`config.mk`:
```
export PLATFORM = sky130hd
export DESIGN_NAME = izh_neuron
export DESIGN_NICKNAME = d
export VERILOG_FILES = /design/src/rtl/izh_pkg.sv /design/src/rtl/izh_sat.sv /design/src/rtl/izh_vpath.sv /design/src/rtl/izh_upath.sv /design/src/rtl/izh_neuron.sv
export SDC_FILE = /design/constraint.sdc
export NUM_CORES = 2
export LEC_CHECK = 0
export ABC_CLOCK_PERIOD_IN_PS = 65800
export BUFFER_PORTS_ARGS = -buffer_cell sky130_fd_sc_hd__buf_2
export CORE_MARGIN = 10
export CORE_UTILIZATION = 50
export DETAILED_ROUTE_END_ITERATION = 16
export PLACE_DENSITY = 0.66
export SLEW_MARGIN = 10
export SYNTH_ARGS = -nofsm -noshare
export SYNTH_HDL_FRONTEND = slang
export SYNTH_SLANG_ARGS = --single-unit
```
`constraint.sdc`:
```
create_clock -name clk -period 65.8 [get_ports clk]
set_clock_uncertainty 0.1 [all_clocks]
set_input_delay 13.16 -clock clk [delete_from_list [all_inputs] [get_ports clk]]
set_output_delay 13.16 -clock clk [all_outputs]
set_load 0.005 [all_outputs]
```
`src/rtl/izh_pkg.sv`:
```
package izh_pkg;
   localparam int THR_MV   = 30;
   localparam int BIAS_MV  = 140;
   localparam int LIN_GAIN = 5;

   // 0.04 in a format with pfrac fractional bits, rounded to nearest
   function automatic int quad_coef(int pfrac);
      return (4 * (2 ** pfrac) + 50) / 100;
   endfunction
endpackage

```
`src/rtl/izh_sat.sv`:
```
module izh_sat #(
   parameter int IW = 32,
   parameter int OW = 16
) (
   input  logic signed [IW-1:0] x,
   output logic signed [OW-1:0] y
);
   generate
      if (IW <= OW) begin : g_pass
         assign y = OW'(x);
      end else begin : g_clip
         localparam logic signed [IW-1:0] MAXV = {{(IW-OW+1){1'b0}}, {(OW-1){1'b1}}};
         localparam logic signed [IW-1:0] MINV = ~MAXV;
         always_comb begin
            if (x > MAXV)      y = MAXV[OW-1:0];
            else if (x < MINV) y = MINV[OW-1:0];
            else               y = x[OW-1:0];
         end
      end
   endgenerate
endmodule

```
`src/rtl/izh_vpath.sv`:
```
module izh_vpath #(
   parameter int DW    = 16,
   parameter int FRAC  = 8,
   parameter int PFRAC = 16,
   parameter int W     = 2*DW + PFRAC + 2
) (
   input  logic signed [DW-1:0] v,
   input  logic signed [DW-1:0] u,
   input  logic signed [DW-1:0] cur,
   output logic signed [W-1:0]  v_next
);
   localparam logic signed [W-1:0] K    = W'(izh_pkg::quad_coef(PFRAC));
   localparam logic signed [W-1:0] LIN  = W'(izh_pkg::LIN_GAIN);
   localparam logic signed [W-1:0] BIAS = W'(izh_pkg::BIAS_MV * (2 ** FRAC));

   logic signed [W-1:0] vw, uw, iw, sq, quad;

   assign vw   = W'(v);
   assign uw   = W'(u);
   assign iw   = W'(cur);
   assign sq   = vw * vw;
   assign quad = (K * sq) >>> (PFRAC + FRAC);
   assign v_next = vw + quad + LIN * vw + BIAS - uw + iw;
endmodule

```
`src/rtl/izh_upath.sv`:
```
module izh_upath #(
   parameter int DW    = 16,
   parameter int PFRAC = 16,
   parameter int W     = 2*DW + PFRAC + 2
) (
   input  logic signed [DW-1:0] v,
   input  logic signed [DW-1:0] u,
   input  logic signed [DW-1:0] rate,
   input  logic signed [DW-1:0] coup,
   output logic signed [W-1:0]  u_next
);
   logic signed [W-1:0] vw, uw, aw, bw, bv, du;

   assign vw = W'(v);
   assign uw = W'(u);
   assign aw = W'(rate);
   assign bw = W'(coup);
   assign bv = (bw * vw) >>> PFRAC;
   assign du = (aw * (bv - uw)) >>> PFRAC;
   assign u_next = uw + du;
endmodule

```
`src/rtl/izh_neuron.sv`:
```
module izh_neuron #(
   parameter int DW    = 16,
   parameter int FRAC  = 8,
   parameter int PFRAC = 16
) (
   input  logic                 clk,
   input  logic                 rst,
   input  logic                 step,
   input  logic signed [DW-1:0] cur_i,
   input  logic signed [DW-1:0] par_a,
   input  logic signed [DW-1:0] par_b,
   input  logic signed [DW-1:0] par_c,
   input  logic signed [DW-1:0] par_d,
   output logic                 spike,
   output logic signed [DW-1:0] v_mem,
   output logic signed [DW-1:0] u_rec
);
   localparam int W = 2*DW + PFRAC + 2;
   localparam logic signed [DW-1:0] THR = DW'(izh_pkg::THR_MV * (2 ** FRAC));

   generate
      if (DW - 1 - FRAC < 6) begin : g_bad_frac
         $error("izh_neuron: FRAC leaves no room for the 30 mV threshold");
      end
      if (PFRAC < 8 || PFRAC > 24) begin : g_bad_pfrac
         $error("izh_neuron: PFRAC must lie in 8..24");
      end
   endgenerate

   logic signed [DW-1:0] v_q, u_q;
   logic                 spk_q;
   logic signed [W-1:0]  vn_w, un_w, ud_w, bc_w;
   logic signed [DW-1:0] vn_s, un_s, ud_s, u_init;
   logic signed [DW-1:0] v_d, u_d;
   logic                 fire;

   izh_vpath #(.DW(DW), .FRAC(FRAC), .PFRAC(PFRAC), .W(W)) u_vpath (
      .v(v_q), .u(u_q), .cur(cur_i), .v_next(vn_w));

   izh_upath #(.DW(DW), .PFRAC(PFRAC), .W(W)) u_upath (
      .v(v_q), .u(u_q), .rate(par_a), .coup(par_b), .u_next(un_w));

   izh_sat #(.IW(W), .OW(DW)) u_sat_v (.x(vn_w), .y(vn_s));
   izh_sat #(.IW(W), .OW(DW)) u_sat_u (.x(un_w), .y(un_s));

   assign ud_w = W'(un_s) + W'(par_d);
   izh_sat #(.IW(W), .OW(DW)) u_sat_d (.x(ud_w), .y(ud_s));

   assign bc_w = (W'(par_b) * W'(par_c)) >>> PFRAC;
   izh_sat #(.IW(W), .OW(DW)) u_sat_r (.x(bc_w), .y(u_init));

   assign fire = (vn_s >= THR);
   assign v_d  = fire ? par_c : vn_s;
   assign u_d  = fire ? ud_s  : un_s;

   always_ff @(posedge clk) begin
      if (rst) begin
         v_q   <= par_c;
         u_q   <= u_init;
         spk_q <= 1'b0;
      end else begin
         spk_q <= step & fire;
         if (step) begin
            v_q <= v_d;
            u_q <= u_d;
         end
      end
   end

   assign spike = spk_q;
   assign v_mem = v_q;
   assign u_rec = u_q;
endmodule

```
# Word level (Yosys, flattened, before mapping)
# Cells that the tools add are included.
dict set report classes {
  n_addsub 8
  mul 6
  magnitude_cmp 9
  n_mux 14
  bitwise_logic 1
  reduce_logical 1
}
# op n
set ops {}
lappend ops {{two-way mux 16 bit} 14}
lappend ops {{multiplier 16 x 16 -> 32 bit} 3}
lappend ops {{adder 50 x 16 -> 50 bit} 1}
lappend ops {{adder 50 x 17 -> 50 bit (second input constant)} 1}
lappend ops {{adder 50 bit} 1}
lappend ops {{greater-than comparator 50 x 16 -> 1 bit (second input constant)} 1}
lappend ops {{less-than comparator 50 x 16 -> 1 bit (second input constant)} 1}
lappend ops {{subtractor 50 x 16 -> 50 bit} 1}
lappend ops {{multiplier 13 x 32 -> 45 bit (first input constant)} 1}
lappend ops {{adder 16 x 34 -> 35 bit} 1}
lappend ops {{greater-than comparator 35 x 16 -> 1 bit (second input constant)} 1}
lappend ops {{less-than comparator 35 x 16 -> 1 bit (second input constant)} 1}
lappend ops {{multiplier 16 x 17 -> 33 bit} 1}
lappend ops {{adder 16 x 26 -> 27 bit} 1}
lappend ops {{multiplier 4 x 16 -> 20 bit (first input constant)} 1}
lappend ops {{adder 16 x 16 -> 17 bit} 1}
lappend ops {{greater-than comparator 17 x 16 -> 1 bit (second input constant)} 1}
lappend ops {{less-than comparator 17 x 16 -> 1 bit (second input constant)} 1}
lappend ops {{subtractor 16 x 16 -> 17 bit} 1}
lappend ops {{>= comparator 16 x 14 -> 1 bit (second input constant)} 1}
lappend ops {{greater-than comparator 16 bit (second input constant)} 1}
lappend ops {{less-than comparator 16 bit (second input constant)} 1}
lappend ops {{nonzero test 2 bit} 1}
lappend ops {{AND 1 bit} 1}
dict set report word_totals {
  ff_bits 33
  input_bits 83
  out_inout_bits 33
  elab_cells 42
}

# Depth between registers and ports, before layout
dict set report depth {
  depth_word 14
  depth_mapped 88
  mapped_depth_nobuf 84
}

# Hierarchy
# From an unflattened synthesis, not the netlist that was laid out.
dict set report unflattened {
  cells_unflattened 6143
  hier_area_um2 54861.4
}
# mod n_inst cells_per_inst area_each_um2 seq_area_each_um2
set modules_own_cells {}
lappend modules_own_cells {izh_upath 1 2457 21739.6 0.0}
lappend modules_own_cells {izh_vpath 1 2169 19581.3 0.0}
lappend modules_own_cells {izh_neuron 1 1265 11743.8 980.9}
lappend modules_own_cells {izh_sat 4 63 449.2 0.0}

# Worst setup path after synthesis
# No wires, ideal clock.
dict set report synth_timing {
  kind {input to register}
  from {input par_b[11]}
  to {register u_q[11] (netlist: u_rec[11]), data pin}
  setup_time_ns 0.261
  arrival_ns 30.867
  required_time_ns 65.439
  path_slack_ns 34.573
  stages 76
  path_buffers 5
  cell_sequence {clkbuf_1 nand2_1 fa_1 fa_1 fa_1 inv_1 fa_1 fa_1 inv_1 fa_1 inv_1 ha_1 a21o_1 a21o_1 a21oi_1 o21ai_0 a21oi_1 nor2b_1 [40 not listed] nor2_1 buf_2 o21ai_0 inv_1 ha_1 inv_1 fa_1 nor2b_1 o31a_1 o21ai_0 a21oi_1 a211o_1 a21oi_1 nor2_1 clkbuf_1 a21o_1 nor3_1 o31ai_2}
}
dict set report synth_between {
  elab_chain_cells 14
  word_cells_on_any_way 21
  classes_between {3 x add/sub; 3 x mul; 6 x order compare; 9 x mux}
}
# element line_no
set synth_rtl {}
lappend synth_rtl {{from (decl)} izh_neuron.sv:11} ;# input logic signed [DW-1:0] par_b,
lappend synth_rtl {{multiplier 16 x 16 -> 32 bit} izh_upath.sv:18} ;# assign bv = (bw * vw) >>> PFRAC;
lappend synth_rtl {{subtractor 16 x 16 -> 17 bit} izh_upath.sv:19} ;# assign du = (aw * (bv - uw)) >>> PFRAC;
lappend synth_rtl {{multiplier 16 x 17 -> 33 bit} izh_upath.sv:19}
lappend synth_rtl {{adder 16 x 34 -> 35 bit} izh_upath.sv:20} ;# assign u_next = uw + du;
lappend synth_rtl {{less-than comparator 35 x 16 -> 1 bit} izh_sat.sv:16} ;# else if (x < MINV) y = MINV[OW-1:0];
lappend synth_rtl {{two-way mux 16 bit} izh_sat.sv:16}
lappend synth_rtl {{two-way mux 16 bit} izh_sat.sv:15} ;# if (x > MAXV) y = MAXV[OW-1:0];
lappend synth_rtl {{adder 16 x 16 -> 17 bit} izh_neuron.sv:46} ;# assign ud_w = W'(un_s) + W'(par_d);
lappend synth_rtl {{less-than comparator 17 x 16 -> 1 bit} izh_sat.sv:16}
lappend synth_rtl {{two-way mux 16 bit} izh_sat.sv:16}
lappend synth_rtl {{two-way mux 16 bit} izh_sat.sv:15}
lappend synth_rtl {{two-way mux 16 bit} izh_neuron.sv:54} ;# assign u_d = fire ? ud_s : un_s;
lappend synth_rtl {{two-way mux 16 bit} izh_neuron.sv:63} ;# if (step) begin
lappend synth_rtl {{two-way mux 16 bit *} izh_neuron.sv:57} ;# if (rst) begin
lappend synth_rtl {{to (signal assigned)} izh_neuron.sv:59} ;# u_q <= u_init;
lappend synth_rtl {{to (signal assigned)} izh_neuron.sv:65} ;# u_q <= u_d;
lappend synth_rtl {{to (decl)} izh_neuron.sv:30} ;# logic signed [DW-1:0] v_q, u_q;
# Every way passes the cells marked *; elsewhere a longest branch is shown, timed or not. The select of a mux whose other input is x is not followed.
# A chain may end at the register's enable or synchronous reset.

# Worst setup path after layout
dict set report layout_timing {
  from {input par_b[6]}
  to {register u_q[6] (netlist: u_rec[6]), data pin}
}
# The elaborated chain is that of the path after synthesis.

==> results.yml <==
yosys:
  yosysTopAreaCell: "fa_1"
  postSynth.asyncResetShare_pct: 0
  synth_xor_area_share_pct: 3.50
  synth_mux_area_share_pct: 0.250
  syn_inst: 5964
  synthAdderAreaFrac_pct: 60.5
  synth_area_mm2: 0.0535
  ys_seq_elements: 33
  syn_area_per_cell_um2: 8.97
  ys_seq_area_share_pct: 1.83
  yosysTopAreaCellShare_pct: 45.7
  synth_warnings: 0
  synth_compound_area_share_pct: 7.61
  ys.flop_type: "edfxtp_1"
  syn-num-nets: 7901
  synth-simple-area-share_pct: 13.8
  synth_edf_count: 32
  synth_cell_types: 88
  synth_top_family_by_area: "adder cells"
  synth_area_leaders: "fa_1 46%, ha_1 15%, inv_1 11%, and2_1 4.2%, nand2_1 3.9%"
critical_path:
  r2r_start: "v_mem[4]"
  max_stage_delay_ns: 1.00
  endpoint_kind: "flop"
  worst_setup_path_start_kind: "input port"
  crit_type: "in -> reg"
  path_common_cell: "fa_1"
  arrival_ns: 34.85
  r2r.worst_path.cells: 67
  required_ns: 65.85
  cp_slowest_cell: "ha_1"
  worstPathMaxFanout: 35
  crit_start: "par_b[6]"
sta:
  tns_ns: 0
  worst_slew_pin_slew_ns: 1.21
  slew_headroom_pct: 19.1
  setup_viol: 0
  fmax_ghz: 0.0287
  fin_crit_ns: 34.80
  finalHoldViolCount: 0
  finalCritPeriodShare_pct: 52.9
  rsz0062_at_grt: "no"
  finalMaxSlewViolations: 0
layout:
  nFillCells: 9863
  finish.net_count: 7847
  fin_cells: 7303
  drive_gt1_share_pct: 3.70
  area_growth_pct: 3.77
  register_area_um2: 981
  multi_input_area_mm2: 0.0459
floorplanning:
  core_area_mm2: 0.106
  ios: 116
  dieWidth_um: 347
  core.rowCount: 119
  die_area_mm2: 0.120
  start_util_pct: 50.6
  die_y_um: 347
routing:
  route.detailed.drc: 0
  via_count: 38665
  postRouteAntennaNets: 0
  drt-initial-drc-count: 1933
  dr.pass1.iters: 6
  routedWlPerCell_um: 18.0
  avgViaCountPerCell: 5.29
  wl_um: 132000
clock_network:
  clockBufferDepth: 2
  cts-htree-levels: 2
  clk_latency_ns: 0.30
  root_buffer: "clkbuf_16"
  post_cts_buffers: 0
  cts_buffers: 5
  path_clk_slew_ns: 0.06
  cts.hold.buffers_added: 0
  cts_resized: 0
  cts_num_sinks: 33
  cts_tree: "built"
grt:
  grt_pass1_wl_um: 221000
  antenna_found_initial: 3
  grt_overflow: 0
  grt_max_degree: 44
  grt_usage_pct: 22.5
  grt_pass1_vias: 41878
worst_hold_path:
  hold_class: "reg -> reg"
  hold_path_depth: 4
  hold_start: "u_rec[14]"
run_status:
  status: "finished, final reports clean"
place:
  gp_congestion: 0.910
  port_buffers: 115
  placed_cells: 7294
  place_hpwl_um: 110000
flow_run:
  cap_violations: 0
-- Yosys cell counts, types with 12 or more instances --
library cell  count
o21a_1           29
and2_1          359
nand4_1          20
o31ai_1          13
o21bai_1         13
nand2_1         551
or4_1            12
o221ai_1         14
a21oi_1         152
fa_1           1221
a21boi_0         15
nand3_1          64
ha_1            633
edfxtp_1         32
inv_1          1555
clkbuf_1        200
a31oi_1          18
a211oi_1         30
o2bb2ai_1        12
a21o_1           52
o21ai_0         122
nor2b_1          61
xor2_1           45
xnor2_1         169
o211ai_1         19
and3_1           40
or3_1            16
nand2b_1         82
nor3_1           50
nor2_1          171
-- area by class of cell --
type	instances	area share, %
inverters	1556	10.5
clock buffers	6	0.232
clock inverters	2	0.0609
diodes	1	0.00451
well taps	1391	3.14
flip-flops and latches	33	1.77
multi-input cells	4157	82.7
repair buffers	157	1.60
-- path summary, 6_finish.rpt --
| path | endpoint | slack, ns |
|---|---|---|
| max | u_rec[6] | 31.00 |
| min | u_rec[14] | 1.20 |
| max reg2reg | u_rec[6] | 43.48 |
| min reg2reg | u_rec[14] | 1.20 |
-- cell families after synthesis --
| kind of cell | count (synthesis) |
|---|---|
| AO/OA/AOI/OAI | 600 |
| XOR/XNOR | 214 |
| flip-flops | 33 |
| other | 1 |
| AND/OR/NAND/NOR | 1474 |
| buffers and inverters | 1774 |
| adder cells (fa/ha/maj) | 1855 |
| multiplexers | 13 |
-- worst max-delay path, delay by kind of cell --
kind / cells / cell delay [ns]
adders and majority gates: 17 / 8.14
AOI/OAI and AO/OA: 22 / 5.97
and+or+nand+nor: 12 / 3.51
buffers and inverters: 11 / 1.78
xor gates and xnor gates: 4 / 1.24
muxes: 2 / 1.03
-- flip-flops by register name, summed over array words and instances, names as in the netlist --
name,flops
spike,1
v_mem,16
u_rec,16
-- cells in the final DEF, fill, tap and decap left out, types with 15 or more instances in the layout --
master | Yosys | layout
nor2_1 | 171 | 169
o21a_1 | 29 | 29
buf_4 | 0 | 42
ha_1 | 633 | 633
o21ai_0 | 122 | 122
nor2b_1 | 61 | 61
xnor2_1 | 169 | 162
o211ai_1 | 19 | 19
fa_1 | 1221 | 1221
edfxtp_1 | 32 | 32
a211oi_1 | 30 | 30
a31oi_1 | 18 | 18
nand4_1 | 20 | 20
nand2b_1 | 82 | 82
a21o_1 | 52 | 52
nor3_1 | 50 | 50
and3_1 | 40 | 40
or3_1 | 16 | 16
nand2_1 | 551 | 551
nand3_1 | 64 | 64
inv_1 | 1555 | 1555
buf_2 | 11 | 115
a21boi_0 | 15 | 15
and2_1 | 359 | 359
a21oi_1 | 152 | 152
xor2_1 | 45 | 45
-- metal layers --
layer / track usage, % / routed length [um] / share of wire [%]
met5: 0 / 29 / 0.022
met4: 4.52 / 2880 / 2.2
met3: 3.13 / 7710 / 5.9
met2: 38.4 / 63200 / 48
met1: 30.4 / 57900 / 44
-- stage by stage --
| step | utilization [%] | hold slack [ns] | worst slack (ns) | area, um2 |
|---|---|---|---|---|
| 3_5_place_dp | 52.4 | 1.15 | 30.88 | 55300 |
| 4_1_cts | 52.5 | 1.17 | 31.04 | 55500 |
| 2_1_floorplan | - | 0.804 | 34.57 | 53500 |
| 6_report | 52.5 | 1.20 | 31.00 | 55500 |
| 3_3_place_gp | 52.4 | 1.13 | 31.26 | 55300 |
| 5_1_grt | 52.5 | 1.25 | 29.54 | 55500 |
Power is left out: the tool's default activity adds up to more than one toggle a clock period on the data nets, which glitch-free logic cannot reach.
